**src/rtl/qlu_pkg.sv**
```systemverilog
package qlu_pkg;

    localparam logic [7:0] OP_INSERT = 8'h0E;
    localparam logic [7:0] OP_REMOVE = 8'h0F;

    typedef enum logic [2:0] {
        ST_IDLE,
        ST_LD1,
        ST_LD2,
        ST_VAL,
        ST_WR,
        ST_DONE
    } seq_state_t;

    typedef struct packed {
        logic n;
        logic z;
        logic v;
        logic c;
    } flags_t;

    function automatic logic opcode_known(input logic [7:0] op);
        return (op == OP_INSERT) || (op == OP_REMOVE);
    endfunction

endpackage

```
**src/rtl/qlu_link_ram.sv**
```systemverilog
module qlu_link_ram #(
    parameter int ADDR_W    = 8,
    parameter int MEM_WORDS = 48
) (
    input  logic              clk,
    input  logic              rst,
    input  logic [ADDR_W-1:0] rd_addr,
    output logic [ADDR_W-1:0] rd_data,
    input  logic              we,
    input  logic [ADDR_W-1:0] wr_addr,
    input  logic [ADDR_W-1:0] wr_data
);
    localparam int IDX_W = ADDR_W - 2;

    logic [ADDR_W-1:0] mem [MEM_WORDS];

    logic [IDX_W-1:0] rd_idx;
    logic [IDX_W-1:0] wr_idx;
    logic             rd_hit;
    logic             wr_hit;

    assign rd_idx = rd_addr[ADDR_W-1:2];
    assign wr_idx = wr_addr[ADDR_W-1:2];
    assign rd_hit = (rd_addr[1:0] == 2'b00) && (32'(rd_idx) < MEM_WORDS);
    assign wr_hit = (wr_addr[1:0] == 2'b00) && (32'(wr_idx) < MEM_WORDS);

    assign rd_data = rd_hit ? mem[rd_idx] : '0;

    // Reset leaves every two-word slot pointing at its own base address.
    always_ff @(posedge clk) begin
        if (rst) begin
            for (int i = 0; i < MEM_WORDS; i++) begin
                mem[i] <= ADDR_W'((i / 2) * 8);
            end
        end else if (we && wr_hit) begin
            mem[wr_idx] <= wr_data;
        end
    end

    p_write_aligned_r7: assert property (@(posedge clk) disable iff (rst)
        we |-> (wr_addr[1:0] == 2'b00));

endmodule

```
**src/rtl/qlu_addr_chk.sv**
```systemverilog
module qlu_addr_chk #(
    parameter int ADDR_W    = 8,
    parameter int MEM_BYTES = 192
) (
    input  logic [ADDR_W-1:0] addr,
    output logic              ok
);
    logic aligned;
    logic in_range;

    assign aligned  = (addr[1:0] == 2'b00);
    assign in_range = (32'(addr) + 32'd4) < 32'(MEM_BYTES);
    assign ok       = aligned && in_range;

endmodule

```
**src/rtl/qlu_flag_cmp.sv**
```systemverilog
module qlu_flag_cmp
    import qlu_pkg::*;
#(
    parameter int ADDR_W = 8
) (
    input  logic [ADDR_W-1:0] fwd,
    input  logic [ADDR_W-1:0] bwd,
    input  logic              is_remove,
    output flags_t            flags
);
    logic same;

    assign same    = (fwd == bwd);
    assign flags.n = ($signed(fwd) < $signed(bwd));
    assign flags.z = same;
    assign flags.v = is_remove && same;
    assign flags.c = (fwd < bwd);

endmodule

```
**src/rtl/qlu_seq.sv**
```systemverilog
module qlu_seq
    import qlu_pkg::*;
#(
    parameter int ADDR_W = 8
) (
    input  logic                   clk,
    input  logic                   rst,
    input  logic                   start,
    input  logic [7:0]             opcode,
    input  logic [ADDR_W-1:0]      entry_addr,
    input  logic [ADDR_W-1:0]      pred_addr,
    input  logic [ADDR_W-1:0]      rd_data,
    input  logic [3:0]             addr_ok,
    input  flags_t                 cmp_flags,
    output logic [ADDR_W-1:0]      rd_addr,
    output logic                   we,
    output logic [ADDR_W-1:0]      wr_addr,
    output logic [ADDR_W-1:0]      wr_data,
    output logic [3:0][ADDR_W-1:0] chk_addr,
    output logic [ADDR_W-1:0]      link_fwd,
    output logic [ADDR_W-1:0]      link_bwd,
    output logic                   link_is_rem,
    output logic                   busy,
    output logic                   done,
    output logic                   fault,
    output logic [ADDR_W-1:0]      result,
    output flags_t                 flags
);
    localparam logic [ADDR_W-1:0] STEP = ADDR_W'(4);

    seq_state_t        st;
    logic              rem_q;
    logic              op_ok_q;
    logic [ADDR_W-1:0] ent_q;
    logic [ADDR_W-1:0] pred_q;
    logic [ADDR_W-1:0] l1;
    logic [ADDR_W-1:0] l2;
    logic [1:0]        widx;

    logic operands_ok;
    logic links_ok;
    logic last_write;

    // Slot 0: entry, 1: predecessor, 2: first link read, 3: second link.
    assign chk_addr[0] = ent_q;
    assign chk_addr[1] = pred_q;
    assign chk_addr[2] = l1;
    assign chk_addr[3] = l2;

    assign operands_ok = op_ok_q && addr_ok[0] && (rem_q || addr_ok[1]);
    assign links_ok    = addr_ok[2] && addr_ok[3];
    assign last_write  = rem_q ? (widx == 2'd1) : (widx == 2'd3);

    assign link_fwd    = l1;
    assign link_bwd    = l2;
    assign link_is_rem = rem_q;

    assign busy = (st != ST_IDLE);
    assign done = (st == ST_DONE);
    assign we   = (st == ST_WR);

    // A single read port: first link in LD1, backward link in LD2.
    always_comb begin
        if (st == ST_LD2) begin
            rd_addr = ent_q + STEP;
        end else if (rem_q) begin
            rd_addr = ent_q;
        end else begin
            rd_addr = pred_q;
        end
    end

    // Write schedule. Insert: l1 = old successor, l2 = predecessor.
    // Remove: l1 = forward link, l2 = backward link.
    always_comb begin
        wr_addr = ent_q;
        wr_data = l1;
        if (rem_q) begin
            case (widx)
                2'd0:    begin wr_addr = l2;        wr_data = l1; end
                default: begin wr_addr = l1 + STEP; wr_data = l2; end
            endcase
        end else begin
            case (widx)
                2'd0:    begin wr_addr = ent_q;        wr_data = l1;    end
                2'd1:    begin wr_addr = ent_q + STEP; wr_data = l2;    end
                2'd2:    begin wr_addr = l1 + STEP;    wr_data = ent_q; end
                default: begin wr_addr = l2;           wr_data = ent_q; end
            endcase
        end
    end

    always_ff @(posedge clk) begin
        if (rst) begin
            st      <= ST_IDLE;
            rem_q   <= 1'b0;
            op_ok_q <= 1'b0;
            ent_q   <= '0;
            pred_q  <= '0;
            l1      <= '0;
            l2      <= '0;
            widx    <= '0;
            fault   <= 1'b0;
            result  <= '0;
            flags   <= '0;
        end else begin
            case (st)
                ST_IDLE: begin
                    if (start) begin
                        op_ok_q <= opcode_known(opcode);
                        rem_q   <= (opcode == OP_REMOVE);
                        ent_q   <= entry_addr;
                        pred_q  <= pred_addr;
                        fault   <= 1'b0;
                        result  <= '0;
                        flags   <= '0;
                        st      <= ST_LD1;
                    end
                end
                ST_LD1: begin
                    if (!operands_ok) begin
                        fault <= 1'b1;
                        st    <= ST_DONE;
                    end else begin
                        l1 <= rd_data;
                        st <= ST_LD2;
                    end
                end
                ST_LD2: begin
                    l2 <= rem_q ? rd_data : pred_q;
                    st <= ST_VAL;
                end
                ST_VAL: begin
                    if (!links_ok) begin
                        fault <= 1'b1;
                        st    <= ST_DONE;
                    end else begin
                        flags  <= cmp_flags;
                        result <= rem_q ? ent_q : '0;
                        widx   <= '0;
                        st     <= ST_WR;
                    end
                end
                ST_WR: begin
                    if (last_write) begin
                        st <= ST_DONE;
                    end else begin
                        widx <= widx + 2'd1;
                    end
                end
                default: begin
                    st <= ST_IDLE;
                end
            endcase
        end
    end

    p_accept_busy_r9: assert property (@(posedge clk) disable iff (rst)
        (st == ST_IDLE && start) |=> busy);

    p_done_pulse_r9: assert property (@(posedge clk) disable iff (rst)
        done |=> !done);

    p_cmd_held_r8: assert property (@(posedge clk) disable iff (rst)
        (st != ST_IDLE) |=> ($stable(ent_q) && $stable(pred_q) && $stable(rem_q)));

    p_no_write_on_fault_r7: assert property (@(posedge clk) disable iff (rst)
        ((st == ST_LD1 && !operands_ok) || (st == ST_VAL && !links_ok)) |=> !we);

    p_fault_quiet_r7: assert property (@(posedge clk) disable iff (rst)
        (done && fault) |-> (flags == '0 && result == '0));

    p_insert_v_clear_r4: assert property (@(posedge clk) disable iff (rst)
        (done && !fault && !rem_q) |-> (!flags.v && result == '0));

    p_remove_zv_r6: assert property (@(posedge clk) disable iff (rst)
        (done && !fault && rem_q) |-> (flags.z == flags.v && result == ent_q));

endmodule

```
**src/rtl/qlu_unit.sv**
```systemverilog
module qlu_unit
    import qlu_pkg::*;
#(
    parameter int ADDR_W    = 8,
    parameter int MEM_WORDS = 48
) (
    input  logic              clk,
    input  logic              rst,
    input  logic              start,
    input  logic [7:0]        opcode,
    input  logic [ADDR_W-1:0] entry_addr,
    input  logic [ADDR_W-1:0] pred_addr,
    output logic              busy,
    output logic              done,
    output logic              fault,
    output logic [ADDR_W-1:0] result_addr,
    output logic [3:0]        flags_nzvc
);
    localparam int MEM_BYTES = MEM_WORDS * 4;
    localparam int N_CHK     = 4;

    logic [ADDR_W-1:0]            rd_addr;
    logic [ADDR_W-1:0]            rd_data;
    logic                         we;
    logic [ADDR_W-1:0]            wr_addr;
    logic [ADDR_W-1:0]            wr_data;
    logic [N_CHK-1:0][ADDR_W-1:0] chk_addr;
    logic [N_CHK-1:0]             addr_ok;
    logic [ADDR_W-1:0]            link_fwd;
    logic [ADDR_W-1:0]            link_bwd;
    logic                         link_is_rem;
    flags_t                       cmp_flags;
    flags_t                       flags_q;

    qlu_link_ram #(
        .ADDR_W    (ADDR_W),
        .MEM_WORDS (MEM_WORDS)
    ) u_ram (
        .clk     (clk),
        .rst     (rst),
        .rd_addr (rd_addr),
        .rd_data (rd_data),
        .we      (we),
        .wr_addr (wr_addr),
        .wr_data (wr_data)
    );

    for (genvar g = 0; g < N_CHK; g++) begin : g_chk
        qlu_addr_chk #(
            .ADDR_W    (ADDR_W),
            .MEM_BYTES (MEM_BYTES)
        ) u_chk (
            .addr (chk_addr[g]),
            .ok   (addr_ok[g])
        );
    end

    qlu_flag_cmp #(
        .ADDR_W (ADDR_W)
    ) u_cmp (
        .fwd       (link_fwd),
        .bwd       (link_bwd),
        .is_remove (link_is_rem),
        .flags     (cmp_flags)
    );

    qlu_seq #(
        .ADDR_W (ADDR_W)
    ) u_seq (
        .clk         (clk),
        .rst         (rst),
        .start       (start),
        .opcode      (opcode),
        .entry_addr  (entry_addr),
        .pred_addr   (pred_addr),
        .rd_data     (rd_data),
        .addr_ok     (addr_ok),
        .cmp_flags   (cmp_flags),
        .rd_addr     (rd_addr),
        .we          (we),
        .wr_addr     (wr_addr),
        .wr_data     (wr_data),
        .chk_addr    (chk_addr),
        .link_fwd    (link_fwd),
        .link_bwd    (link_bwd),
        .link_is_rem (link_is_rem),
        .busy        (busy),
        .done        (done),
        .fault       (fault),
        .result      (result_addr),
        .flags       (flags_q)
    );

    assign flags_nzvc = {flags_q.n, flags_q.z, flags_q.v, flags_q.c};

    p_idle_after_done_r9: assert property (@(posedge clk) disable iff (rst)
        done |=> !busy);

    p_write_only_busy_r8: assert property (@(posedge clk) disable iff (rst)
        we |-> busy);

endmodule

```
**config.mk**
```make
export PLATFORM = sky130hd
export DESIGN_NAME = qlu_unit
export DESIGN_NICKNAME = d
export VERILOG_FILES = /design/src/rtl/qlu_pkg.sv /design/src/rtl/qlu_link_ram.sv /design/src/rtl/qlu_addr_chk.sv /design/src/rtl/qlu_flag_cmp.sv /design/src/rtl/qlu_seq.sv /design/src/rtl/qlu_unit.sv
export SDC_FILE = /design/constraint.sdc
export NUM_CORES = 1
export LEC_CHECK = 0
export ABC_AREA = 1
export BUFFER_PORTS_ARGS = -buffer_cell sky130_fd_sc_hd__buf_2
export CAP_MARGIN = 20
export CORE_ASPECT_RATIO = 0.7
export CORE_UTILIZATION = 40
export DETAILED_ROUTE_END_ITERATION = 6
export PLACE_DENSITY = 0.66
export RECOVER_POWER = 100
export SETUP_SLACK_MARGIN = 0.4
export SYNTH_ARGS = -nofsm -noshare
export SYNTH_HDL_FRONTEND = slang
export SYNTH_HIERARCHICAL = 1
export SYNTH_SLANG_ARGS = --single-unit
export TNS_END_PERCENT = 20
```
**constraint.sdc**
```tcl
create_clock -name clk -period 6.7 [get_ports clk]
set_input_delay 1.005 -clock clk [delete_from_list [all_inputs] [get_ports clk]]
set_output_delay 1.005 -clock clk [all_outputs]
set_load 0.1 [all_outputs]
```
## Yosys cells after proc, flatten, opt, wreduce, memory -nomap -nowiden

Memory sizes are Yosys's and may differ from the RTL's.
Index checks and enable logic that the tools add are counted.

| storage, ports and cells | value |
|---|---|
| register bits after elaboration | 52 |
| RAM bits | 384 |
| output and inout port bits | 15 |
| logic and storage cells | 117 |
| memories | 1 |

Memories:

| memory | words | bits a word | read ports | clocked after memory_dff | write ports | line | RTL |
|---|---|---|---|---|---|---|---|
| u_ram.mem | 48 | 8 | 1 | 0 | 48 | qlu_link_ram.sv:15 | `logic [ADDR_W-1:0] mem [MEM_WORDS];` |

| cells by class | value |
|---|---|
| add/sub/neg operators | 7 |
| order comparisons | 8 |
| equal/unequal tests | 17 |
| multiplexer cells | 38 |
| reductions and logical operators | 32 |

Operator list:

| cell | count |
|---|---|
| $lt 32x8->1 const B | 4 |
| $mux 8 | 12 |
| $add 8x3->9 const B | 4 |
| $pmux 8 s2 | 2 |
| $pmux 8 s3 | 1 |
| $add 8x3->8 const B | 2 |
| $eq 8x4->1 const B | 2 |
| $lt 8x8->1 | 2 |
| $pmux 3 s5 | 1 |
| $logic_not 2->1 | 7 |
| $lt 6x6->1 const B | 2 |
| $logic_and 1x1->1 | 11 |
| $mux 1 | 11 |
| $mux 3 | 3 |
| $eq 8x8->1 | 1 |
| $mux 4 | 2 |
| $ne 2x2->1 const B | 4 |
| $pmux 4 s2 | 1 |
| $reduce_or 8->1 | 1 |
| $eq 3x2->1 const B | 2 |
| $eq 3x3->1 const B | 2 |
| $mux 6 | 1 |
| $reduce_and 2->1 | 3 |
| $reduce_and 3->1 | 2 |
| other kinds (13) | 19 |

## Longest topological paths before layout

| logic depth | value |
|---|---|
| depth after elaboration | 11 |
| depth in mapped cells | 25 |
| gate-level depth less buffers | 21 |

## Modules after synthesis

The synthesis kept the hierarchy.

Modules (own cells, without submodules):

| module | times used | cells each | area each (um2) |
|---|---|---|---|
| qlu_link_ram | 1 | 2,460 | 23,467.5 |
| qlu_seq | 1 | 464 | 3,169.3 |
| qlu_flag_cmp | 1 | 44 | 256.5 |
| qlu_addr_chk | 4 | 6 | 27.5 |

## Worst setup path before layout

No wires, ideal clock.

| path | value |
|---|---|
| path type | flip-flop to output port |
| from | reg u_seq.st[2] |
| to | out done |
| data arrival time | 2,466 ps |
| required time | 5,695 ps |
| setup slack | 3,229 ps |
| cell stages (with the launch flop) | 3 |
| cell sequence | dfxtp_1 -> inv_2 -> nor3_1 |

| on the way | value |
|---|---|
| cells in the longest elaborated chain, start to end | 1 |

RTL lines:

| item | line | RTL |
|---|---|---|
| start, declared | qlu_seq.sv:31 | `seq_state_t st;` |
| start signal, assigned | qlu_seq.sv:95 | `st <= ST_IDLE;` |
| start signal, assigned | qlu_seq.sv:117 | `st <= ST_LD1;` |
| start signal, assigned | qlu_seq.sv:123 | `st <= ST_DONE;` |
| $eq 3x3->1 | qlu_seq.sv:59 | `assign done = (st == ST_DONE);` |
| end, declared | qlu_unit.sv:14 | `output logic done,` |

No other way between the ends.

==> flow_summary.html <==
<table>
<tr><th>Metric</th><th>Value</th></tr>
<tr><th colspan="2">Timing</th></tr>
<tr><td>Slew at the pin closest to its max-slew limit</td><td>3.727 ns</td></tr>
<tr><td>Final TNS setup</td><td>0 ns</td></tr>
<tr><td>Final min period</td><td>5.563 ns</td></tr>
<tr><td>RSZ-0062 raised after global routing</td><td>no</td></tr>
<tr><td>Final critical-path share of the clock period</td><td>83.04%</td></tr>
<tr><td>Post-Route Skew</td><td>0.02035 ns</td></tr>
<tr><td>Slew Limit Fails</td><td>294</td></tr>
<tr><td>Max Freq</td><td>0.1797 GHz</td></tr>
<tr><td>Worst slew margin relative to its limit</td><td>-148.4%</td></tr>
<tr><td>Final count of hold timing violations</td><td>0</td></tr>
<tr><td>Worst Setup Slack, final</td><td>1.137 ns</td></tr>
<tr><td>Count of endpoints failing setup in the final report</td><td>0</td></tr>
<tr><th colspan="2">Drt</th></tr>
<tr><td>Final wirelength</td><td>72.31 mm</td></tr>
<tr><td>Total vias in the final route</td><td>20800</td></tr>
<tr><td>Remaining DRCs</td><td>0</td></tr>
<tr><td>Pre-antenna DRT Iters</td><td>5</td></tr>
<tr><td>Routed Antenna Nets</td><td>0</td></tr>
<tr><td>Initial detailed-routing violation count</td><td>2599</td></tr>
<tr><td>Post-DR vias/cell</td><td>5.228</td></tr>
<tr><td>Average routed wire per standard cell</td><td>18.17 um</td></tr>
<tr><th colspan="2">Job</th></tr>
<tr><td>Max Cap Violations</td><td>6</td></tr>
<tr><th colspan="2">Floorplan</th></tr>
<tr><td>Cell Rows</td><td>79</td></tr>
<tr><td>Core Region</td><td>66620 um^2</td></tr>
<tr><td>Die span in x</td><td>312.6 um</td></tr>
<tr><td>Boundary pin count</td><td>42</td></tr>
<tr><td>Total die area</td><td>68570 um^2</td></tr>
<tr><td>Initial core utilization</td><td>40.53%</td></tr>
<tr><td>Die height</td><td>219.4 um</td></tr>
<tr><th colspan="2">Global routing</th></tr>
<tr><td>Initial antenna violation count</td><td>0</td></tr>
<tr><td>Wire length of the first global-routing pass</td><td>110.2 mm</td></tr>
<tr><td>Vias in the first global route</td><td>18690</td></tr>
<tr><td>Total global routing overflow</td><td>0</td></tr>
<tr><td>Pin count of the biggest net entering global routing</td><td>192</td></tr>
<tr><td>Overall global routing resource usage</td><td>20.75%</td></tr>
<tr><th colspan="2">Setup path</th></tr>
<tr><td>Setup slack of the most critical reg-to-reg path</td><td>1.14 ns</td></tr>
<tr><td>Startpoint-to-endpoint class of the critical path</td><td>flop to flop</td></tr>
<tr><td>Critical path capture point type</td><td>flop</td></tr>
<tr><td>Worst-path maximum fanout</td><td>48</td></tr>
<tr><td>Data required time at the worst endpoint</td><td>6.91 ns</td></tr>
<tr><td>CP Launch Type</td><td>flop</td></tr>
<tr><td>CP arrival</td><td>5.77 ns</td></tr>
<tr><td>RR Endpoint</td><td>u_ram/mem[25][7]</td></tr>
<tr><td>Worst Reg-to-Reg Cells</td><td>9</td></tr>
<tr><td>Origin of the critical flop-to-flop path</td><td>u_seq/widx[0]</td></tr>
<tr><th colspan="2">Pwr</th></tr>
<tr><td>Leakage power of the design</td><td>11.14 nW</td></tr>
<tr><td>Power density over cell area</td><td>287.3 nW/um^2</td></tr>
<tr><td>Maximum VDD drop</td><td>194.8 uV</td></tr>
<tr><th colspan="2">Logic synthesis</th></tr>
<tr><td>Avg Synthesized Cell Area</td><td>9.025 um^2</td></tr>
<tr><td>Synthesized flop and latch total</td><td>564</td></tr>
<tr><td>Number of instances in the synthesized netlist</td><td>2992</td></tr>
<tr><td>Cell variety after synth</td><td>43</td></tr>
<tr><td>Share of the yosys chip area belonging to registers</td><td>60.79%</td></tr>
<tr><td>Count of synthesis-stage warnings from yosys</td><td>6</td></tr>
<tr><td>Post-synthesis instance area</td><td>27000 um^2</td></tr>
<tr><th colspan="2">Final layout</th></tr>
<tr><td>Synthesis-to-layout area growth</td><td>9.461%</td></tr>
<tr><td>Fraction of final layout cells with drive strength greater than 1</td><td>4.890%</td></tr>
<tr><td>Nets@finish</td><td>3088</td></tr>
<tr><td>ANT cells</td><td>0</td></tr>
<tr><th colspan="2">Place</th></tr>
<tr><td>Pre-CTS setup slack</td><td>2.372 ns</td></tr>
<tr><td>Half-perimeter wire length after detailed placement</td><td>43.25 mm</td></tr>
<tr><td>Buffers on Ports</td><td>41</td></tr>
<tr><td>Routability cong.</td><td>0.9257</td></tr>
<tr><th colspan="2">CTS</th></tr>
<tr><td>Clock-pin slew on the worst setup and hold paths</td><td>0.07 ns</td></tr>
<tr><td>Clock buffer depth</td><td>3</td></tr>
<tr><td>Count of buffers added by post-CTS timing repair for setup</td><td>0</td></tr>
<tr><td>CTS Root Buffer Type</td><td>sky130_fd_sc_hd__clkbuf_16</td></tr>
<tr><td>Clk sinks</td><td>564</td></tr>
<tr><td>Hold-fix buffers, CTS</td><td>0</td></tr>
<tr><td>Clock latency at the later pin of the worst-skew pair</td><td>0.61 ns</td></tr>
<tr><td># H-tree levels</td><td>2</td></tr>
<tr><td>TritonCTS buffer count</td><td>51</td></tr>
<tr><td>TritonCTS clock tree</td><td>done</td></tr>
<tr><td>CTS-repair resized insts</td><td>0</td></tr>
<tr><th colspan="2">Min path</th></tr>
<tr><td>Hold Startpoint</td><td>u_seq/fault</td></tr>
<tr><td>Number of stages on the worst hold path</td><td>2</td></tr>
<tr><td>Worst hold path type</td><td>flop to flop</td></tr>
<tr><td>Destination of the worst hold path</td><td>u_seq/fault</td></tr>
<tr><th colspan="2">Run status</th></tr>
<tr><td>Violated checks</td><td>capacitance limit, slew limit</td></tr>
<tr><td>Result of the run</td><td>finished with violations</td></tr>
</table>
==> routing by layer <==
| layer | wire length (um) | track usage (%) | vias to the layer above | part of all wire [%] |
|---|---|---|---|---|
| li1 | - | - | 9801 | - |
| met1 | 32580 | 31.46 | 9878 | 45 |
| met2 | 29660 | 29.44 | 1003 | 41 |
| met3 | 8469 | 5.226 | 122 | 12 |
| met4 | 1592 | 4.829 | 0 | 2.2 |
| met5 | 0 | 0 | - | 0 |
==> worst max-delay path by stage <==
stage,from,endpoint,slack [ns],cells after the start
2_1_floorplan,u_seq/st[2],done,3.23,2
3_3_place_gp,u_seq/link_is_rem,u_seq/link_bwd[0],2.41,19
3_5_place_dp,u_seq/st[1],u_seq/link_fwd[1],2.37,15
4_1_cts,u_seq/st[1],u_seq/link_bwd[3],2.35,17
5_1_grt,u_seq/widx[0],u_ram/mem[35][2],0.97,9
6_report,u_seq/widx[0],u_ram/mem[25][7],1.14,9
==> synthesized netlist by cell type (all sizes together) <==
cell type,n,area [um^2]
nand2,981,3695
edfxtp,512,15370
nor2,418,1600
nand3,371,1884
inv,212,798.3
buf,123,857.1
o21ai,106,530.5
a21oi,76,414.2
clkbuf,73,275.3
dfxtp,52,1041
ha,14,175.2
a31oi,9,56.30
nor3,9,45.04
a22oi,6,45.04
xor2,6,52.55
nand4,5,31.28
o211ai,5,37.54
or2,4,25.02
clkinv,2,8.750
o22ai,2,12.51
a211o,1,8.760
a21o,1,7.510
a221oi,1,8.760
conb,1,3.750
nor2b,1,6.260
o221ai,1,8.760
==> critical path, cell delays in order (launching register included) <==
cell	delay (ns)
sky130_fd_sc_hd__dfxtp_1	0.35
sky130_fd_sc_hd__inv_1	0.11
sky130_fd_sc_hd__ha_1	0.64
sky130_fd_sc_hd__inv_1	0.41
sky130_fd_sc_hd__nand2_1	0.20
sky130_fd_sc_hd__nor3_1	0.07
sky130_fd_sc_hd__a211o_1	0.53
sky130_fd_sc_hd__clkinv_1	0.11
sky130_fd_sc_hd__clkbuf_1	2.51
sky130_fd_sc_hd__nor2_1	0.20
==> sequential cells by signal (all words and copies together), names as in the netlist <==
register and count:
u_ram/mem 512, u_seq/ent_q 8, u_seq/fault 1, u_seq/flags 4, u_seq/link_bwd 8, u_seq/link_fwd 8, u_seq/link_is_rem 1, u_seq/op_ok_q 1
u_seq/pred_q 8, u_seq/result 8, u_seq/st 3, u_seq/widx 2
==> where the power goes <==
group	switching (mW)	internal [mW]
Clock	1.32	1.66
Combinational	1.11	0.265
Sequential	0.0715	4.06
Total	2.50	5.99
==> through the flow <==
step	utilization (%)	total power, mW	instance area [um^2]	cells	hold slack [ns]
after global placement	41.98	5.559	27970	3884	0.4378
after CTS	44.50	8.525	29650	3979	0.4485
after global routing	44.37	8.789	29560	3979	0.4888
final	44.37	8.494	29560	3979	0.4482
after floorplan	-	5.119	27480	3119	0.4393
after detailed placement	41.99	5.570	27970	3885	0.4382
==> placed cells by master, fill, tap and decap left out, types with 2 or more instances in the layout <==
| master | count |
|---|---|
| sky130_fd_sc_hd__inv_1 | 198 |
| sky130_fd_sc_hd__buf_2 | 26 |
| sky130_fd_sc_hd__xor2_1 | 6 |
| sky130_fd_sc_hd__nand3_1 | 368 |
| sky130_fd_sc_hd__clkbuf_16 | 52 |
| sky130_fd_sc_hd__nand3_2 | 2 |
| sky130_fd_sc_hd__o211ai_1 | 5 |
| sky130_fd_sc_hd__or2_0 | 4 |
| sky130_fd_sc_hd__a21oi_1 | 67 |
| sky130_fd_sc_hd__a22oi_1 | 6 |
| sky130_fd_sc_hd__a21oi_2 | 9 |
| sky130_fd_sc_hd__nor2_2 | 3 |
| sky130_fd_sc_hd__nand2_1 | 979 |
| sky130_fd_sc_hd__bufinv_16 | 5 |
| sky130_fd_sc_hd__conb_1 | 128 |
| sky130_fd_sc_hd__nand4_1 | 5 |
| sky130_fd_sc_hd__o22ai_1 | 2 |
| sky130_fd_sc_hd__clkbuf_1 | 36 |
| sky130_fd_sc_hd__inv_2 | 5 |
| sky130_fd_sc_hd__a31oi_1 | 8 |
| sky130_fd_sc_hd__edfxtp_1 | 512 |
| sky130_fd_sc_hd__nor2_1 | 414 |
| sky130_fd_sc_hd__o21ai_1 | 15 |
| sky130_fd_sc_hd__buf_12 | 2 |
| sky130_fd_sc_hd__buf_4 | 15 |
| sky130_fd_sc_hd__clkinv_1 | 16 |
| sky130_fd_sc_hd__nand2_2 | 2 |
| sky130_fd_sc_hd__nor3_1 | 9 |
| sky130_fd_sc_hd__clkinv_2 | 14 |
| sky130_fd_sc_hd__dfxtp_1 | 52 |
| sky130_fd_sc_hd__o21ai_0 | 88 |
| sky130_fd_sc_hd__o21ai_4 | 3 |
| sky130_fd_sc_hd__ha_1 | 14 |
| sky130_fd_sc_hd__clkbuf_8 | 4 |
==> logic make-up after synthesis <==
| kind of cell | Yosys count | synth area share [%] |
|---|---|---|
| and+or+nand+nor | 1789 | 26.99 |
| other | 1 | 0.01389 |
| xor gates and xnor gates | 6 | 0.1946 |
| DFF | 564 | 60.79 |
| adders and majority gates | 14 | 0.6487 |
| AOI/OAI and AO/OA | 208 | 4.184 |
| buffers and inverters | 410 | 7.182 |
==> final cells by class <==
cell class	count	area, um^2
Clock inverter	30	286.5
Fill cell	6554	37060
Clock buffer	64	1386
Sequential cell	564	16420
Timing Repair Buffer	71	387.9
Tap cell	891	1115
Inverter	214	813.3
Multi-Input combinational cell	2145	9154
(Power assumes the default switching activity.)
